## src/rtl/i2c_reg_bridge_pkg.sv

```systemverilog
package i2c_reg_bridge_pkg;

    typedef enum logic [3:0] {
        ST_IDLE,
        ST_CTRL,
        ST_CTRL_ACK,
        ST_ADDR,
        ST_ADDR_ACK,
        ST_WDATA,
        ST_WDATA_ACK,
        ST_WSTROBE,
        ST_RLOAD,
        ST_RDATA,
        ST_RACK,
        ST_IGNORE
    } bridge_state_e;

    localparam int unsigned BYTE_W = 8;

endpackage

```

## src/rtl/i2c_line_filter.sv

```systemverilog
module i2c_line_filter #(
    parameter int FILT_LEN = 4,
    localparam int CNT_W = $clog2(FILT_LEN + 1)
) (
    input  logic clk,
    input  logic rst_n,
    input  logic line_i,
    output logic line_o
);

    logic [1:0]       sync_q;
    logic [CNT_W-1:0] cnt_q;

    // Two-flop synchronizer, then accept a new level only after it has
    // been stable for FILT_LEN consecutive cycles.
    always_ff @(posedge clk or negedge rst_n) begin
        if (!rst_n) begin
            sync_q <= 2'b11;
            cnt_q  <= '0;
            line_o <= 1'b1;
        end else begin
            sync_q <= {sync_q[0], line_i};
            if (sync_q[1] != line_o) begin
                if (cnt_q == CNT_W'(FILT_LEN - 1)) begin
                    line_o <= sync_q[1];
                    cnt_q  <= '0;
                end else begin
                    cnt_q <= cnt_q + 1'b1;
                end
            end else begin
                cnt_q <= '0;
            end
        end
    end

endmodule

```

## src/rtl/i2c_bus_events.sv

```systemverilog
module i2c_bus_events (
    input  logic clk,
    input  logic rst_n,
    input  logic scl_f,
    input  logic sda_f,
    output logic scl_rise,
    output logic scl_fall,
    output logic start_evt,
    output logic stop_evt
);

    logic scl_q;
    logic sda_q;

    always_ff @(posedge clk or negedge rst_n) begin
        if (!rst_n) begin
            scl_q <= 1'b1;
            sda_q <= 1'b1;
        end else begin
            scl_q <= scl_f;
            sda_q <= sda_f;
        end
    end

    always_comb begin
        scl_rise  = scl_f & ~scl_q;
        scl_fall  = ~scl_f & scl_q;
        start_evt = scl_f & scl_q & sda_q & ~sda_f;
        stop_evt  = scl_f & scl_q & ~sda_q & sda_f;
    end

endmodule

```

## src/rtl/i2c_reg_bridge.sv

```systemverilog
module i2c_reg_bridge
    import i2c_reg_bridge_pkg::*;
#(
    parameter logic [6:0] DEV_ADDR = 7'b0001010,
    parameter int FILT_LEN = 4,
    parameter int DATA_W = 32,
    localparam int BYTES  = DATA_W / 8,
    localparam int LSB_W  = $clog2(BYTES),
    localparam int ADDR_W = 8 + LSB_W
) (
    input  logic              clk,
    input  logic              rst_n,
    input  logic              scl_i,
    input  logic              sda_i,
    output logic              sda_oe,
    output logic [ADDR_W-1:0] reg_addr,
    output logic [DATA_W-1:0] reg_wdata,
    output logic              reg_wr,
    output logic              reg_rd,
    input  logic [DATA_W-1:0] reg_rdata
);

    localparam int IDX_W = (LSB_W > 0) ? LSB_W : 1;
    localparam logic [IDX_W-1:0] LAST_IDX = IDX_W'(BYTES - 1);
    localparam logic [ADDR_W-1:0] STEP = ADDR_W'(BYTES);

    // ---------------- line conditioning ----------------
    logic [1:0] raw_lines;
    logic [1:0] flt_lines;
    logic       scl_f;
    logic       sda_f;

    assign raw_lines = {sda_i, scl_i};

    for (genvar g = 0; g < 2; g++) begin : g_filt
        i2c_line_filter #(.FILT_LEN(FILT_LEN)) u_filt (
            .clk    (clk),
            .rst_n  (rst_n),
            .line_i (raw_lines[g]),
            .line_o (flt_lines[g])
        );
    end

    assign scl_f = flt_lines[0];
    assign sda_f = flt_lines[1];

    logic scl_rise;
    logic scl_fall;
    logic start_evt;
    logic stop_evt;

    i2c_bus_events u_events (
        .clk       (clk),
        .rst_n     (rst_n),
        .scl_f     (scl_f),
        .sda_f     (sda_f),
        .scl_rise  (scl_rise),
        .scl_fall  (scl_fall),
        .start_evt (start_evt),
        .stop_evt  (stop_evt)
    );

    // ---------------- state and datapath ----------------
    bridge_state_e      state_q;
    bridge_state_e      state_d;
    logic [2:0]         bit_cnt_q;
    logic               byte_full_q;
    logic [BYTE_W-1:0]  rx_sr_q;
    logic [DATA_W-1:0]  tx_sr_q;
    logic [DATA_W-1:0]  wbuf_q;
    logic [ADDR_W-1:0]  ptr_q;
    logic [IDX_W-1:0]   byte_idx_q;
    logic               rw_q;
    logic               mack_q;
    logic               last_byte;
    logic               addr_hit;

    assign last_byte = (byte_idx_q == LAST_IDX);
    assign addr_hit  = (rx_sr_q[7:1] == DEV_ADDR);

    // state register
    always_ff @(posedge clk or negedge rst_n) begin
        if (!rst_n) begin
            state_q <= ST_IDLE;
        end else begin
            state_q <= state_d;
        end
    end

    // next state
    always_comb begin
        state_d = state_q;
        if (start_evt) begin
            state_d = ST_CTRL;
        end else if (stop_evt) begin
            state_d = ST_IDLE;
        end else begin
            unique case (state_q)
                ST_IDLE, ST_IGNORE: state_d = state_q;
                ST_CTRL: begin
                    if (scl_fall && byte_full_q) begin
                        state_d = addr_hit ? ST_CTRL_ACK : ST_IGNORE;
                    end
                end
                ST_CTRL_ACK: begin
                    if (scl_fall) begin
                        state_d = rw_q ? ST_RLOAD : ST_ADDR;
                    end
                end
                ST_ADDR: begin
                    if (scl_fall && byte_full_q) state_d = ST_ADDR_ACK;
                end
                ST_ADDR_ACK: begin
                    if (scl_fall) state_d = ST_WDATA;
                end
                ST_WDATA: begin
                    if (scl_fall && byte_full_q) state_d = ST_WDATA_ACK;
                end
                ST_WDATA_ACK: begin
                    if (scl_fall) state_d = last_byte ? ST_WSTROBE : ST_WDATA;
                end
                ST_WSTROBE: state_d = ST_WDATA;
                ST_RLOAD:   state_d = ST_RDATA;
                ST_RDATA: begin
                    if (scl_fall && (bit_cnt_q == 3'd7)) state_d = ST_RACK;
                end
                ST_RACK: begin
                    if (scl_fall) begin
                        if (!mack_q)        state_d = ST_IGNORE;
                        else if (last_byte) state_d = ST_RLOAD;
                        else                state_d = ST_RDATA;
                    end
                end
                default: state_d = ST_IDLE;
            endcase
        end
    end

    // datapath
    always_ff @(posedge clk or negedge rst_n) begin
        if (!rst_n) begin
            bit_cnt_q   <= '0;
            byte_full_q <= 1'b0;
            rx_sr_q     <= '0;
            tx_sr_q     <= '0;
            wbuf_q      <= '0;
            ptr_q       <= '0;
            byte_idx_q  <= '0;
            rw_q        <= 1'b0;
            mack_q      <= 1'b0;
        end else if (start_evt) begin
            bit_cnt_q   <= '0;
            byte_full_q <= 1'b0;
            byte_idx_q  <= '0;
        end else begin
            unique case (state_q)
                ST_CTRL, ST_ADDR, ST_WDATA: begin
                    if (scl_rise && !byte_full_q) begin
                        rx_sr_q   <= {rx_sr_q[BYTE_W-2:0], sda_f};
                        bit_cnt_q <= bit_cnt_q + 3'd1;
                        if (bit_cnt_q == 3'd7) byte_full_q <= 1'b1;
                    end else if (scl_fall && byte_full_q) begin
                        byte_full_q <= 1'b0;
                        bit_cnt_q   <= '0;
                        if (state_q == ST_CTRL) rw_q <= rx_sr_q[0];
                        if (state_q == ST_ADDR) ptr_q <= {rx_sr_q, {LSB_W{1'b0}}};
                        if (state_q == ST_WDATA) begin
                            wbuf_q <= {wbuf_q[DATA_W-BYTE_W-1:0], rx_sr_q};
                        end
                    end
                end
                ST_WDATA_ACK: begin
                    if (scl_fall) begin
                        byte_idx_q <= last_byte ? '0 : byte_idx_q + 1'b1;
                    end
                end
                ST_WSTROBE: ptr_q <= ptr_q + STEP;
                ST_RLOAD: begin
                    tx_sr_q   <= reg_rdata;
                    bit_cnt_q <= '0;
                end
                ST_RDATA: begin
                    if (scl_fall) begin
                        tx_sr_q   <= {tx_sr_q[DATA_W-2:0], 1'b0};
                        bit_cnt_q <= bit_cnt_q + 3'd1;
                    end
                end
                ST_RACK: begin
                    if (scl_rise) mack_q <= ~sda_f;
                    if (scl_fall) begin
                        bit_cnt_q <= '0;
                        if (last_byte) begin
                            byte_idx_q <= '0;
                            ptr_q      <= ptr_q + STEP;
                        end else begin
                            byte_idx_q <= byte_idx_q + 1'b1;
                        end
                    end
                end
                default: begin
                end
            endcase
        end
    end

    // outputs
    always_comb begin
        sda_oe    = 1'b0;
        reg_wr    = 1'b0;
        reg_rd    = 1'b0;
        reg_addr  = ptr_q;
        reg_wdata = wbuf_q;
        unique case (state_q)
            ST_CTRL_ACK, ST_ADDR_ACK, ST_WDATA_ACK: sda_oe = 1'b1;
            ST_RDATA:   sda_oe = ~tx_sr_q[DATA_W-1];
            ST_WSTROBE: reg_wr = 1'b1;
            ST_RLOAD:   reg_rd = 1'b1;
            default: begin
            end
        endcase
    end

endmodule

```

## config.mk

```make
export PLATFORM = sky130hd
export DESIGN_NAME = i2c_reg_bridge
export DESIGN_NICKNAME = d
export VERILOG_FILES = /design/src/rtl/i2c_reg_bridge_pkg.sv /design/src/rtl/i2c_line_filter.sv /design/src/rtl/i2c_bus_events.sv /design/src/rtl/i2c_reg_bridge.sv
export SDC_FILE = /design/constraint.sdc
export NUM_CORES = 1
export LEC_CHECK = 0
export BUFFER_PORTS_ARGS = -buffer_cell sky130_fd_sc_hd__buf_2
export CAP_MARGIN = 20
export CORE_MARGIN = 5
export CORE_UTILIZATION = 27
export CTS_CLUSTER_DIAMETER = 100
export DETAILED_ROUTE_END_ITERATION = 16
export HOLD_SLACK_MARGIN = 0.1
export PLACE_DENSITY_LB_ADDON = 0.08
export SLEW_MARGIN = 30
export SYNTH_ARGS = -nofsm -noshare
export SYNTH_HDL_FRONTEND = slang
export SYNTH_SLANG_ARGS = --single-unit
export TNS_END_PERCENT = 1
```

## constraint.sdc

```tcl
create_clock -name clk -period 3.77 [get_ports clk]
set_input_delay 0.377 -clock clk [delete_from_list [all_inputs] [get_ports clk]]
set_output_delay 0.377 -clock clk [all_outputs]
set_load 0.02 [all_outputs]
```

Word-level counts from Yosys, hierarchy flattened
Cells that the tools add are included.
{ "word_totals": {"rom_bits": 0, "out_inout_bits": 45, "reg_bits": 108, "in_bits": 36, "mem_bits_rw": 0, "n_memories": 0, "wordCells": 148, "latch_bits": 0} }
{ "op_classes": {"div_mod_pow": 0, "eq_ne": 37, "mul": 0, "reduce_logical": 28, "add_sub_neg": 5, "n_lt_le_gt_ge": 0, "muxes": 46, "shift": 0, "bitwise": 14} }
{ "ops": {"columns": ["operator", "count"], "rows": [
  ["$pmux 32 s2", 1],
  ["$mux 10", 5],
  ["$mux 4", 12],
  ["$pmux 4 s11", 1],
  ["$ne 4x4->1 const B", 9],
  ["$mux 32", 1],
  ["$pmux 10 s3", 1],
  ["$mux 3", 9],
  ["$eq 4x3->1 const B", 4],
  ["$eq 4x4->1 const B", 4],
  ["$mux 2", 6],
  ["$ne 2x2->1 const B", 6],
  ["$ne 3x3->1 const B", 4],
  ["$pmux 3 s4", 1],
  ["$reduce_and 3->1", 4],
  ["$add 10x3->10 const B", 1],
  ["$reduce_and 5->1", 2],
  ["$add 3x1->3 const B", 3],
  ["$reduce_and 9->1", 1],
  ["$eq 4x2->1 const B", 2],
  ["$mux 1", 8],
  ["$reduce_bool 2->1", 4],
  ["$and 1x1->1", 7],
  ["$eq 7x4->1 const B", 1],
  ["other kinds (18)", 33]
]} }

Logic depth before layout (Yosys ltp)
{ "depth": {"ltp_word": 7, "depth_mapped": 7, "ltp_nobuf": 6} }

Hierarchy
A second synthesis with hierarchy kept.
{ "hier_totals": {"cells_unflattened": 464, "area_unflattened_um2": 4932.2} }
{ "by_module_without_submodules": {"columns": ["module", "seq_area_each_um2", "instances", "area_per_inst_um2", "cells_per_inst"], "rows": [
  ["i2c_reg_bridge", 2302.2, 1, 4406.7, 432],
  ["i2c_line_filter", 153.9, 2, 220.2, 13],
  ["i2c_bus_events", 52.6, 1, 85.1, 6]
]} }

Worst setup path after synthesis
No wires, ideal clock.
{ "synth_path": {"kind": "flip-flop to output port", "startpoint": "register state_q[2]", "endpoint": "output port sda_oe", "setup_slack_ns": 1.582, "path_stages_with_launch": 6, "arrival_ns": 1.811, "required_ns": 3.393, "path_buffers": 3, "cell_sequence": "dfrtp_1 -> buf_2 -> or4bb_1 -> buf_2 -> buf_2 -> o21ai_0"} }
{ "synth_between": {"elab_chain_cells": 3, "elab_cells_between_ends": 6, "classes_between": "eq/ne (4); mux (1); reduce/logical (1)"} }
{ "synth_rtl": {"columns": ["item", "line_no", "rtl"], "rows": [
  ["start, declared", "i2c_reg_bridge.sv:64", "bridge_state_e state_q;"],
  ["start signal, assigned", "i2c_reg_bridge.sv:86", "state_q <= state_d;"],
  ["$eq 4x3->1 or $eq 4x2->1 (tied branches)", "i2c_reg_bridge.sv:213", "unique case (state_q)"],
  ["$reduce_or 3->1", "i2c_reg_bridge.sv:213", null],
  ["$pmux 1 s2 *", "i2c_reg_bridge.sv:213", null],
  ["end, declared", "i2c_reg_bridge.sv:15", "output logic sda_oe,"]
]} }
Every way passes the cells marked *; elsewhere a longest branch is shown, timed or not.

Final worst setup path
{ "layout_path": {"startpoint": "register state_q[3]", "endpoint": "output port sda_oe"} }
Same word-level chain as after synthesis.

==> results by group <==
Timing
  • Count of final setup violators: 0
  • Max-slew headroom at the worst pin: 54.7%
  • Total Neg Setup Slack: 0 ps
  • Max-slew violation total from the final report: 0
  • Share of the clock period used by the worst path after layout: 71.6%
  • Final Hold Violating Endpoints: 0
  • Final worst clock skew: 7.41 ps
  • RSZ-0062 raised after global routing: no
  • Smallest hold slack: just under 300 ps
  • Post-layout min period: 2700 ps
  • Setup WS post-layout: 1070 ps
  • Achievable clock frequency: 0.370 GHz
  • Transition time at the pin with the least slew margin: 680 ps

Power and ir drop
  • Max rail drop VDD: 340 uV
  • Total power: approximately 0.0032 W
  • Cell Pwr Density: 539 nW/um2
  • Leak: about 2.9 nW

Placed design
  • Number of buffer cells added on primary ports: 78
  • Total half-perimeter wirelength after legalization and detailed placement: 7430 um
  • Placed cells: 719
  • Gpl congestion: 0.793
  • Worst setup timing slack at the placement stage: between 1000 and 1500 ps

Drt
  • Total Routed Length: 11000 um
  • Routed length per placed instance: 14.8 um
  • Post-DR vias/cell: 4.70
  • Number of nets with antenna violations after routing: 0
  • Detailed-router iteration count before antenna repair: 5
  • Post-route DRC: 0
  • Routed via count: 3470
  • First-iteration detailed-routing DRC count: 127

Global route
  • Largest net degree at the start of global routing: 65
  • Global-route wire length before repair: 18500 um
  • Initial antenna violation count: 0
  • Congestion Overflow GR: 0
  • Global routing usage summed across all routing layers: 10.7%
  • Number of global-route vias before repair: 3541

Clock tree
  • Number of buffers inserted by hold repair at cts: 3
  • Maximum clock insertion buffer count: 2
  • CTS Root Buffer Type: sky130_fd_sc_hd__clkbuf_16
  • Sink count of the clock tree: 106
  • Number of buffers inserted during clock tree synthesis: 9
  • Latest clock arrival within the worst-skew pair: about 350 ps
  • Depth of the CTS H-tree: 3
  • Post-cts repair resize count: 0
  • CTS clk-pin slew, worst paths: 70 ps
  • Setup Fix Bufs, Post-CTS: 0
  • TritonCTS clock tree: yes

Yosys
  • Sequential element share of the synthesized area: 53.6%
  • Per-instance average area after synthesis: roughly 11 um2
  • Count of flip-flops with a built-in enable after synthesis: 0
  • Synth Flop Type: sky130_fd_sc_hd__dfrtp_1
  • Cell area after synthesis: 4970 um2
  • Netlist cell types: 60
  • Seq cells post-synth: 106
  • Share of synthesized registers carrying an async set or reset: 100%
  • Total number of yosys warnings: 0
  • Synth Instances: 437

Floorplan
  • Starting density of the core: 27.6%
  • I/O pin count: 81
  • Die area: 21200 um2
  • Die width: about 150 um
  • Core outline area: 18000 um2
  • Standard-cell rows: 49
  • Overall die height: 146 um

Final layout
  • Ant. Diodes: 0
  • Area added between synthesis and finish: 18.1%
  • Footprint of the flip-flops and latches: 2660 um2
  • Leading cell types in the layout, fill and taps excluded: 98 x sky130_fd_sc_hd__dfrtp_1, 77 x sky130_fd_sc_hd__buf_2, 47 x sky130_fd_sc_hd__a21oi_1
  • Total area of multi-input combinational cells: 2120 um2
  • Number of filler instances in the final layout: roughly 1900
  • Fraction of layout instances using a drive strength above 1: 32.2%
  • Nets: ~550
  • Leading cell type in the layout, fill and taps excluded: sky130_fd_sc_hd__dfrtp_1
  • Final cell count without fillers: 739

Status
  • Status: complete, no violations

Run
  • Reported max-cap violation count: 0

Setup path
  • Endpoint type of the worst setup path: output port
  • R2r startpoint: state_q[1]
  • Crit path max fanout: 21
  • CP required: around 3400 ps
  • CP Data Arrival Time: 2320 ps
  • Worst-path cell with the longest stage delay: sky130_fd_sc_hd__or4bb_2
  • Worst setup path start: state_q[3]
  • Longest individual stage delay on the worst path: between 800 and 900 ps
  • Sort of element at the start of the critical path: register
  • Type of the worst setup path: reg2out
  • Cell Chain, Critical Path: or4bb_2 > o21ai_0 > buf_2

Worst hold path
  • Type of the most critical hold path: in2reg
  • Launch instance of the worst min-delay path: reg_rdata[0]
==> path summary, 6_finish.rpt <==
kind | endpoint | slack, ps | cells past startpoint
worst max-delay path | sda_oe | 1070 | 3
worst min-delay path | tx_sr_q[0] | 300 | 3
worst max register to register | reg_addr[9] | 1220 | 6
worst min register to register | g_filt[1].u_filt.sync_q[1] | 360 | 0
max in group asynchronous | u_events.sda_q | 2360 | 3
min in group asynchronous | reg_wdata[30] | 590 | 2
==> cell type report <==
type / count / area share, %
well taps: 229 / 4.88
repair buffers: 86 / 8.12
clock buffers: 9 / 3.84
flip-flops and latches: 106 / 45.4
multi-input cells: 295 / 36.2
clock inverters: 7 / 1.15
inverters: 7 / 0.448
==> worst max-delay path: cells and delay by family (launching register included) <==
kind                   cells  cell delay (ps)
AOI/OAI and AO/OA          1              230
DFF                        1              720
buffers and inverters      1              200
and+or+nand+nor            1              830
==> routing by layer <==
metal | GRT usage, % | share of wire, % | up-vias
met1 | 13.4 | 45 | 1682
met3 | 3.39 | 5.7 | 13
met2 | 17.0 | 48 | 94
met4 | 4.38 | 1.9 | 0
li1 | - | - | 1681
met5 | 0 | 0 | -
==> per-stage QoR <==
step           area [um2]  util, %
5_1_grt              5870     32.6
3_5_place_dp         5540     30.7
2_1_floorplan        4970        -
3_3_place_gp         5540     30.7
4_1_cts              5860     32.5
6_report             5870     32.6
==> sequential cells by signal (all words and copies together) (netlist names), 2 cells and up <==
register and cells:
rx_sr_q 8, tx_sr_q 32, reg_wdata 32, g_filt.u_filt.sync_q 4, g_filt.u_filt.cnt_q 6, bit_cnt_q 3
byte_idx_q 2, g_filt.u_filt.line_o 2, state_q 4, reg_addr 8
==> cell families after synthesis <==
| logic type | Yosys count | share of synthesized area, % |
|---|---|---|
| AND/OR/NAND/NOR | 113 | 11.5 |
| flip-flops | 106 | 53.6 |
| multiplexers | 80 | 17.3 |
| adder cells (fa/ha/maj) | 6 | 1.51 |
| AO/OA/AOI/OAI | 91 | 11.7 |
| buffers and inverters | 37 | 3.75 |
| XOR/XNOR | 3 | 0.529 |
| other | 1 | 0.0755 |
==> power by group <==
group	switching, W	leakage (nW)	internal, W
sequential	0.000205	1.28	0.00139
combinational	0.000331	1.44	0.000290
clock	0.000429	0.150	0.000516
==> Yosys cell counts, types with 3 or more instances <==
master,instances,area [um2]
sky130_fd_sc_hd__mux2i_1,34,340
sky130_fd_sc_hd__dfrtp_1,98,2450
sky130_fd_sc_hd__ha_1,6,75.1
sky130_fd_sc_hd__nor4_1,3,18.8
sky130_fd_sc_hd__dfstp_2,8,210
sky130_fd_sc_hd__nor2_1,45,169
sky130_fd_sc_hd__nor3b_1,5,37.5
sky130_fd_sc_hd__mux2_2,44,495
sky130_fd_sc_hd__buf_2,16,80.1
sky130_fd_sc_hd__a21oi_1,47,235
sky130_fd_sc_hd__nand3_1,8,40.0
sky130_fd_sc_hd__nor3_1,3,15.0
sky130_fd_sc_hd__nor2b_1,8,50.1
sky130_fd_sc_hd__buf_4,3,22.5
sky130_fd_sc_hd__xnor2_1,3,26.3
sky130_fd_sc_hd__inv_1,7,26.3
sky130_fd_sc_hd__nand2_1,22,82.6
sky130_fd_sc_hd__nand2b_1,4,25.0
sky130_fd_sc_hd__clkbuf_1,6,22.5
sky130_fd_sc_hd__o21ai_0,15,75.1
No activity file was read; power rests on OpenSTA's default activity.
